--- src/rtl/byte_rmw_pkg.sv ---
package byte_rmw_pkg;
    localparam int LANES  = 4;
    localparam int BYTE_W = 8;
    localparam int DATA_W = LANES * BYTE_W;
    localparam int WORD_W = DATA_W + 1;
    localparam int OFF_W  = $clog2(LANES);

    typedef enum logic [1:0] {
        SZ_BYTE = 2'b00,
        SZ_HALF = 2'b01,
        SZ_WORD = 2'b10,
        SZ_WALT = 2'b11
    } size_e;

    typedef enum logic [1:0] {
        ST_IDLE  = 2'b00,
        ST_READ  = 2'b01,
        ST_WRITE = 2'b10
    } state_e;

    typedef struct packed {
        logic [LANES-1:0]  be;
        logic [DATA_W-1:0] data;
    } lane_req_t;

    function automatic logic even_bit(input logic [DATA_W-1:0] d);
        return ^d;
    endfunction

    function automatic logic [DATA_W-1:0] lane_merge(
        input logic [DATA_W-1:0] old_w,
        input logic [DATA_W-1:0] new_w,
        input logic [LANES-1:0]  be
    );
        logic [DATA_W-1:0] r;
        for (int i = 0; i < LANES; i++)
            r[i*BYTE_W +: BYTE_W] = be[i] ? new_w[i*BYTE_W +: BYTE_W]
                                          : old_w[i*BYTE_W +: BYTE_W];
        return r;
    endfunction
endpackage

--- src/rtl/rmw_lane_decode.sv ---
module rmw_lane_decode
    import byte_rmw_pkg::*;
#(
    parameter int ADDR_W = 8,
    localparam int WADDR_W = ADDR_W - OFF_W
) (
    input  logic [ADDR_W-1:0]  addr,
    input  logic [1:0]         size,
    input  logic [DATA_W-1:0]  wdata,
    output logic [WADDR_W-1:0] word_addr,
    output lane_req_t          lanes
);
    logic [OFF_W-1:0] off;
    size_e            sz;

    assign off       = addr[OFF_W-1:0];
    assign word_addr = addr[ADDR_W-1:OFF_W];
    assign sz        = size_e'(size);

    for (genvar i = 0; i < LANES; i++) begin : g_lane
        always_comb begin
            unique case (sz)
                SZ_BYTE: begin
                    lanes.be[i] = (off == OFF_W'(i));
                    lanes.data[i*BYTE_W +: BYTE_W] = wdata[BYTE_W-1:0];
                end
                SZ_HALF: begin
                    lanes.be[i] = (off[OFF_W-1] == ((i / 2) != 0));
                    lanes.data[i*BYTE_W +: BYTE_W] = wdata[(i % 2)*BYTE_W +: BYTE_W];
                end
                default: begin
                    lanes.be[i] = 1'b1;
                    lanes.data[i*BYTE_W +: BYTE_W] = wdata[i*BYTE_W +: BYTE_W];
                end
            endcase
        end
    end
endmodule

--- src/rtl/rmw_word_array.sv ---
module rmw_word_array
    import byte_rmw_pkg::*;
#(
    parameter int WADDR_W = 6,
    localparam int DEPTH = 1 << WADDR_W
) (
    input  logic               clk,
    input  logic               rst,
    input  logic               rd_en,
    input  logic [WADDR_W-1:0] rd_addr,
    output logic [WORD_W-1:0]  rd_word,
    input  logic               wr_en,
    input  logic [WADDR_W-1:0] wr_addr,
    input  logic [WORD_W-1:0]  wr_word
);
    logic [WORD_W-1:0] mem [DEPTH];

    always_ff @(posedge clk) begin
        if (wr_en)
            mem[wr_addr] <= wr_word;
    end

    always_ff @(posedge clk) begin
        if (rst)
            rd_word <= '0;
        else if (rd_en)
            rd_word <= mem[rd_addr];
    end

    // every word entering the array carries even parity over 33 bits
    assert_even_store_R9: assert property (@(posedge clk) disable iff (rst)
        wr_en |-> ((^wr_word) == 1'b0));
endmodule

--- src/rtl/rmw_parity_monitor.sv ---
module rmw_parity_monitor
    import byte_rmw_pkg::*;
(
    input  logic              clk,
    input  logic              rst,
    input  logic              chk_en,
    input  logic [WORD_W-1:0] word,
    input  logic              clr,
    output logic              err
);
    logic hit;

    assign hit = chk_en && ((^word) != 1'b0);

    always_ff @(posedge clk) begin
        if (rst)
            err <= 1'b0;
        else
            err <= (err && !clr) || hit;
    end

    // once raised, the flag holds until a clear
    assert_err_sticky_R9: assert property (@(posedge clk) disable iff (rst)
        (err && !clr) |=> err);
    // clear without a new mismatch drops the flag
    assert_err_clear_R10: assert property (@(posedge clk) disable iff (rst)
        (clr && !hit) |=> !err);
endmodule

--- src/rtl/byte_rmw_mem.sv ---
module byte_rmw_mem
    import byte_rmw_pkg::*;
#(
    parameter int ADDR_W = 8,
    localparam int WADDR_W = ADDR_W - OFF_W
) (
    input  logic              clk,
    input  logic              rst,
    input  logic              req_valid,
    input  logic              req_write,
    input  logic [ADDR_W-1:0] req_addr,
    input  logic [1:0]        req_size,
    input  logic [31:0]       req_wdata,
    output logic              req_ready,
    output logic              rd_valid,
    output logic [31:0]       rd_data,
    input  logic              err_clr,
    output logic              par_err
);
    state_e             state_q;
    logic [WADDR_W-1:0] dec_addr, st_addr_q;
    lane_req_t          dec_lanes, st_lanes_q;
    logic [WORD_W-1:0]  arr_q;
    logic               accept, is_full;
    logic               arr_rd_en, arr_wr_en, chk_en_q, rd_valid_q;
    logic [WADDR_W-1:0] arr_rd_addr, arr_wr_addr;
    logic [WORD_W-1:0]  arr_wr_word;
    logic [DATA_W-1:0]  merged;

    rmw_lane_decode #(.ADDR_W(ADDR_W)) u_dec (
        .addr      (req_addr),
        .size      (req_size),
        .wdata     (req_wdata),
        .word_addr (dec_addr),
        .lanes     (dec_lanes)
    );

    assign req_ready = (state_q == ST_IDLE);
    assign accept    = req_valid && req_ready;
    assign is_full   = &dec_lanes.be;
    assign merged    = lane_merge(arr_q[DATA_W-1:0], st_lanes_q.data, st_lanes_q.be);

    always_ff @(posedge clk) begin
        if (rst) begin
            state_q    <= ST_IDLE;
            st_addr_q  <= '0;
            st_lanes_q <= '0;
        end else begin
            unique case (state_q)
                ST_IDLE: if (accept && req_write && !is_full) begin
                    state_q    <= ST_READ;
                    st_addr_q  <= dec_addr;
                    st_lanes_q <= dec_lanes;
                end
                ST_READ:  state_q <= ST_WRITE;
                ST_WRITE: state_q <= ST_IDLE;
                default:  state_q <= ST_IDLE;
            endcase
        end
    end

    always_comb begin
        arr_rd_en   = (accept && !req_write) || (state_q == ST_READ);
        arr_rd_addr = (state_q == ST_READ) ? st_addr_q : dec_addr;
        arr_wr_en   = (accept && req_write && is_full) || (state_q == ST_WRITE);
        if (state_q == ST_WRITE) begin
            arr_wr_addr = st_addr_q;
            arr_wr_word = {even_bit(merged), merged};
        end else begin
            arr_wr_addr = dec_addr;
            arr_wr_word = {even_bit(dec_lanes.data), dec_lanes.data};
        end
    end

    rmw_word_array #(.WADDR_W(WADDR_W)) u_arr (
        .clk     (clk),
        .rst     (rst),
        .rd_en   (arr_rd_en),
        .rd_addr (arr_rd_addr),
        .rd_word (arr_q),
        .wr_en   (arr_wr_en),
        .wr_addr (arr_wr_addr),
        .wr_word (arr_wr_word)
    );

    always_ff @(posedge clk) begin
        if (rst) begin
            chk_en_q   <= 1'b0;
            rd_valid_q <= 1'b0;
        end else begin
            chk_en_q   <= arr_rd_en;
            rd_valid_q <= accept && !req_write;
        end
    end

    assign rd_valid = rd_valid_q;
    assign rd_data  = arr_q[DATA_W-1:0];

    rmw_parity_monitor u_par (
        .clk    (clk),
        .rst    (rst),
        .chk_en (chk_en_q),
        .word   (arr_q),
        .clr    (err_clr),
        .err    (par_err)
    );

    // partial store holds off requests for exactly two cycles
    assert_rmw_window_R6: assert property (@(posedge clk) disable iff (rst)
        (accept && req_write && !is_full) |=> !req_ready ##1 !req_ready ##1 req_ready);
    // full-word store does not stall
    assert_full_nostall_R5: assert property (@(posedge clk) disable iff (rst)
        (accept && req_write && is_full) |=> req_ready);
    // load data appears exactly one cycle after a load is accepted
    assert_load_valid_R7: assert property (@(posedge clk) disable iff (rst)
        (accept && !req_write) |=> rd_valid);
    assert_no_spurious_valid_R7: assert property (@(posedge clk) disable iff (rst)
        !(accept && !req_write) |=> !rd_valid);
endmodule

--- config.mk ---
export PLATFORM = sky130hd
export DESIGN_NAME = byte_rmw_mem
export DESIGN_NICKNAME = d
export VERILOG_FILES = /design/src/rtl/byte_rmw_pkg.sv /design/src/rtl/rmw_lane_decode.sv /design/src/rtl/rmw_word_array.sv /design/src/rtl/rmw_parity_monitor.sv /design/src/rtl/byte_rmw_mem.sv
export SDC_FILE = /design/constraint.sdc
export NUM_CORES = 2
export LEC_CHECK = 0
export ABC_CLOCK_PERIOD_IN_PS = 4800
export CORE_ASPECT_RATIO = 1.5
export CORE_MARGIN = 1
export CORE_UTILIZATION = 57
export CTS_CLUSTER_DIAMETER = 40
export DETAILED_ROUTE_END_ITERATION = 16
export PLACE_DENSITY = 0.84
export SKIP_LAST_GASP = 1
export SYNTH_ARGS = -nofsm -noshare
export SYNTH_HDL_FRONTEND = slang
export SYNTH_SLANG_ARGS = --single-unit
--- constraint.sdc ---
create_clock -name clk -period 4.8 [get_ports clk]
set_clock_uncertainty 0.2 [all_clocks]
set_input_delay 0.72 -clock clk [delete_from_list [all_inputs] [get_ports clk]]
set_output_delay 0.72 -clock clk [all_outputs]
set_load 0.01 [all_outputs]
======== After elaboration in Yosys (flattened, before gate mapping) ========
Memory sizes are Yosys's and may differ from the RTL's. A register that Yosys moved wholly into a read port is not among the register bits.
Index checks and enable logic that the tools add are counted.
storage, ports and cells
  output and inout bits ................... 35
  logic and storage cells ................. 56
  memory bits (writable) .................. 2112
  memories ................................ 1
  bits in registers ....................... 47
cells by class
  reduce and logical (&&, ||, !) cells .... 22
  bitwise logic cells ..................... 1
  eq/ne operators ......................... 7
  multiplexer cells ....................... 18
memory list
  memory     words  bits a word  read ports  clocked after memory_dff  wr ports  line                  text
  u_arr.mem  64     33           1           1                         1         rmw_word_array.sv:16  logic [WORD_W-1:0] mem [DEPTH];
operators with widths
  cell                  number
  $reduce_xor A32 Y1    2
  $mux W8               6
  $mux W33              1
  $reduce_xor A33 Y1    1
  $pmux W8 S2           1
  $mux W6               2
  $pmux W1 S2           4
  $logic_and A1 B1 Y1   7
  $eq A2 B1 Y1 const B  3
  $eq A2 B2 Y1 const B  3
  $logic_not A2 Y1      3
  $pmux W2 S2           1
  $reduce_and A4 Y1     1
  $logic_not A1 Y1      3
  $logic_or A1 B1 Y1    3
  $mux W1               2
  $mux W2               1
  $ne A2 B1 Y1 const B  1
  $reduce_and A2 Y1     1
  $reduce_or A2 Y1      1
  $not A1 Y1            1

======== Logic depth before layout (Yosys ltp) ========
  word-level depth ........................ 7
  depth in mapped cells ................... 12
  depth with buffers taken out ............ 7

======== By module ========
Synthesis repeated with hierarchy kept, for this count alone.
unflattened totals
  cell total of the unflattened synthesis .. 4286
  area total of the unflattened synthesis .. 86541.8 um2
by module, submodules not included
  module              cells each  seq. area each (um2)  times used  area each (um2)
  rmw_word_array      3769        64081.5               1           82410.3
  byte_rmw_mem        415         920.9                 1           3216.8
  rmw_lane_decode     66          0.0                   1           576.8
  rmw_parity_monitor  36          20.0                  1           337.8

======== Worst setup path after synthesis ========
OpenSTA, ideal clock, no wires.
  kind .................................... input to register
  start ................................... input req_size[0]
  end ..................................... memory u_arr.mem[0][32] in the netlist's numbering, data pin
  arrival ................................. 4.168 ns
  required time ........................... 4.036 ns
  stages on the path ...................... 8
  path buffers ............................ 1
  slack ................................... -0.132 ns
  library setup time ...................... 0.564 ns
  cells stage by stage .................... clkbuf_1 mux2_2 mux2i_1 xnor2_1 xnor2_1 xnor2_1 xnor3_1 mux2i_1
between the ends
  cells in the longest elaborated chain, start to end .. 5
ends and longest elaborated chain
  what                                              line                   text
  start, declared                                   byte_rmw_mem.sv:12     input logic [1:0] req_size,
  $eq A2 B1 Y1 or $logic_not A2 Y1 (tied branches)  rmw_lane_decode.sv:22  unique case (sz)
  $reduce_or A2 Y1 (no source line)                 -
  $mux W8                                           rmw_lane_decode.sv:22
  $reduce_xor A32 Y1 (*)                            byte_rmw_pkg.sv:27     return ^d;
  $mux W33 (*)                                      byte_rmw_mem.sv:66     if (state_q == ST_WRITE) begin
  net arr_wr_word[32]                               byte_rmw_mem.sv:27     logic [WORD_W-1:0] arr_wr_word;
  end, declared                                     rmw_word_array.sv:16
Mark *: on every way through the listed nets, which the timed path passes. The rest lies on a longest branch.

======== Final worst setup path ========
  start ................................... register state_q[0]
  end ..................................... register u_arr.rd_word[31], read port of u_arr.mem
between the ends
  cells in the longest elaborated chain, start to end .. 4
ends and longest elaborated chain
  what                    line                  text
  start, declared         byte_rmw_mem.sv:20    state_e state_q;
  start signal, assigned  byte_rmw_mem.sv:45    state_q <= ST_IDLE;
  start signal, assigned  byte_rmw_mem.sv:51    state_q <= ST_READ;
  start signal, assigned  byte_rmw_mem.sv:55    ST_READ: state_q <= ST_WRITE;
  $logic_not A2 Y1        byte_rmw_mem.sv:38    assign req_ready = (state_q == ST_IDLE);
  $logic_and A1 B1 Y1     byte_rmw_mem.sv:39    assign accept = req_valid && req_ready;
  $logic_and A1 B1 Y1     byte_rmw_mem.sv:63    arr_rd_en = (accept && !req_write) || (state_q == ST_READ);
  $logic_or A1 B1 Y1      byte_rmw_mem.sv:63
  end, declared           rmw_word_array.sv:11  output logic [WORD_W-1:0] rd_word,
Parallel ways exist; a longest one is shown, timed or not.
A chain may end at the register's enable or synchronous reset.

==> impl_metrics.ini <==
[final_layout]
fin_cells = 8152
syn2layout_area_growth_pct = 12.7
design_area_um2 = 101000
nets = 5970
drive_above_1_share = 0.145

[synthesis]
yosysUniqueCellTypes = 52
synth-seq-area-share = 0.724
syn_avg_cell_area_um2 = 15.3
synth_edf_count = 2112
yosys_most_used_dff = edfxtp_1
synth_seq_cells = 2192
synth_nets = 5928
synth_cells = 5881
ys.warnings.count = 0
async_flop_share = 0
syn_area_um2 = 89800

[placement]
dpl-instance-area_um2 = 95200
dp_cells = 7812
io_buffers = 81
gp_congestion = 0.939
hpwl_mm = 149

[hold_path]
hp-start = st_lanes_q[22]
hold_class = flip-flop to flip-flop

[clock_tree]
cts_resized = 0
cts_root_buf = clkbuf_16
hold_buffers = 0
cts_tree = yes
clkSinkCount = 2192
cts-htree-levels = 4
cts_buffer_depth = 3
cts_setup_buffers = 0
cts_made_buffers = 179
clk_latency_ns = 0.83
clk_pin_slew_ns = 0.07

[run_status]
status = finished clean

[run]
cap_violations = 0

[route]
drtIter0Drc = 9637
dr.max_layer_used = met5
vias = 57600
drt-vias-per-instance = 7.07
ant_nets = 0
wl_met2_mm = 127
dr.pass1.iters = 9
wl_met1_mm = 83.7
drcViolationCount = 0
wl_met3_mm = 37.8
routedWlPerCell_um = 33.1
routed_wl_mm = 269

[timing]
final.min_clock_period_ns = 4.32
hold_viol = 0
setup_viol = 0
rsz0062_at_grt = no
fin_setup_tns_ns = 0
timing.fmax_ghz = 0.231
max_slew.worst_pin.slew_ns = 1.31
maxSlewViolCount = 0
relSlewSlack = 0.122
post-route-period-util = 0.900

[floorplanning]
core_area_um2 = 157000
die_h_um = 488
std_cell_rows = 178
ios = 82
dieWidth_um = 326
dieArea_um2 = 159000
initial_core_util = 0.574

[global_routing]
grt.total_usage = 0.335
overflow = 0
grt_max_degree = 199
grt_pass1_vias = 56900
antenna_found_initial = 19
grt_pass1_wl_mm = 382

[setup_path]
cp_data_arrival_time_ns = 4.76
path_class = flip-flop to flip-flop
startpoint_type = flip-flop
required_ns = 5.24
crit_start = state_q[0]
rr_startpoint = state_q[0]
path_max_fanout = 77
end_kind = flip-flop
r2r_slack_ns = 0.48

[power]
power.leakage_nw = 33.2
p_per_area_nw_per_um2 = 404
vdd_drop_max_mv = 0.553
-- Yosys cell counts, types with 57 or more instances --
cell	count	area share
mux4_2	165	0.041
buf_2	81	0.0045
a311o_1	66	0.0074
buf_4	58	0.0048
nand2_1	750	0.031
o2111ai_1	66	0.0064
nor2_1	153	0.0064
a211oi_1	150	0.013
inv_1	266	0.011
clkbuf_1	264	0.011
a311oi_1	132	0.013
xnor2_1	75	0.0073
buf_1	68	0.0028
dfxtp_1	80	0.018
mux2i_1	282	0.031
edfxtp_1	2112	0.71
a21oi_1	57	0.0032
nand3_1	302	0.017
and2_1	69	0.0048
o211ai_1	396	0.033
mux2_2	72	0.0090
-- report_power, final --
part | internal (mW) | leakage (nW) | switching [mW]
clock | 8.30 | 2.90 | 6.86
combinational | 1.26 | 10.6 | 2.76
sequential | 21.5 | 19.7 | 0.135
-- critical path: stages (launching register included) --
cell	delay, ns
dfxtp_1	0.71
nand2b_4	0.15
buf_12	0.27
a21boi_4	0.56
buf_12	0.37
buf_12	0.26
o211ai_1	0.13
o2111ai_1	0.13
mux2i_1	0.18
o221ai_1	1.03
a31oi_1	0.09
-- state kept, by name, indices dropped and copies added (netlist names) --
| name | flops |
|---|---|
| u_par.err | 1 |
| st_lanes_q | 36 |
| u_arr.rd_word | 33 |
| st_addr_q | 6 |
| u_arr.mem | 2112 |
| state_q | 2 |
| rd_valid | 1 |
| chk_en_q | 1 |
-- placed cells by master, fill, tap and decap left out, drive strengths merged, types with 6 or more instances in the layout --
cell	instances
o211ai	396
a311oi	132
a311o	66
diode	7
clkbuf	223
nand3	302
xor2	14
o21a	10
nor2b	22
a21oi	57
or3	36
nand2b	6
buf	255
and2	69
clkdlybuf4s50	79
mux2i	284
inv	278
mux4	165
clkinv	66
clkinvlp	12
o2111ai	66
xnor2	75
dfxtp	80
nor2	153
o21ai	24
nand2	750
edfxtp	2112
bufinv	21
a31oi	35
mux2	72
a211oi	150
o221ai	33
-- logic make-up after synthesis --
kind of cell | Yosys count | synth area share
compound gates | 977 | 0.0840
xor+xnor | 93 | 0.00970
buf+inv | 740 | 0.0346
mux | 521 | 0.0822
flops | 2192 | 0.724
simple gates | 1358 | 0.0654
-- path summary, 6_finish.rpt --
kind,cells past startpoint,end
worst min-delay path,2,st_lanes_q[22]
worst max-delay path,10,u_arr.rd_word[31]
worst max register to register,10,u_arr.rd_word[31]
worst min register to register,2,st_lanes_q[22]
-- layer usage --
layer / track usage / vias up
li1: - / 22800
met4: 0.226 / 24
met1: 0.399 / 28300
met5: 0 / -
met3: 0.0888 / 1205
met2: 0.535 / 5373
-- stage by stage --
| stage | hold WS, ns | util | setup WS (ns) | power [mW] |
|---|---|---|---|---|
| after floorplan | 0.232 | - | 0.0440 | 24.2 |
| after global placement | 0.272 | 0.608 | 0.387 | 25.8 |
| after detailed placement | 0.272 | 0.608 | 0.362 | 25.9 |
| after CTS | 0.286 | 0.646 | 0.663 | 40.6 |
| after global routing | 0.309 | 0.646 | 0.398 | 41.5 |
| final | 0.287 | 0.646 | 0.479 | 40.9 |
-- layout make-up --
class                           instances  area (um2)
Sequential cell                      2192       65000
Timing Repair Buffer                  334        3900
Clock buffer                          223        4810
Multi-Input combinational cell       2949       22700
Antenna cell                            7        17.5
Fill cell                            9611       55300
Tap cell                             2070        2590
Inverter                              267        1010
Clock inverter                        110        1180
No activity file was read; power rests on OpenSTA's default activity.
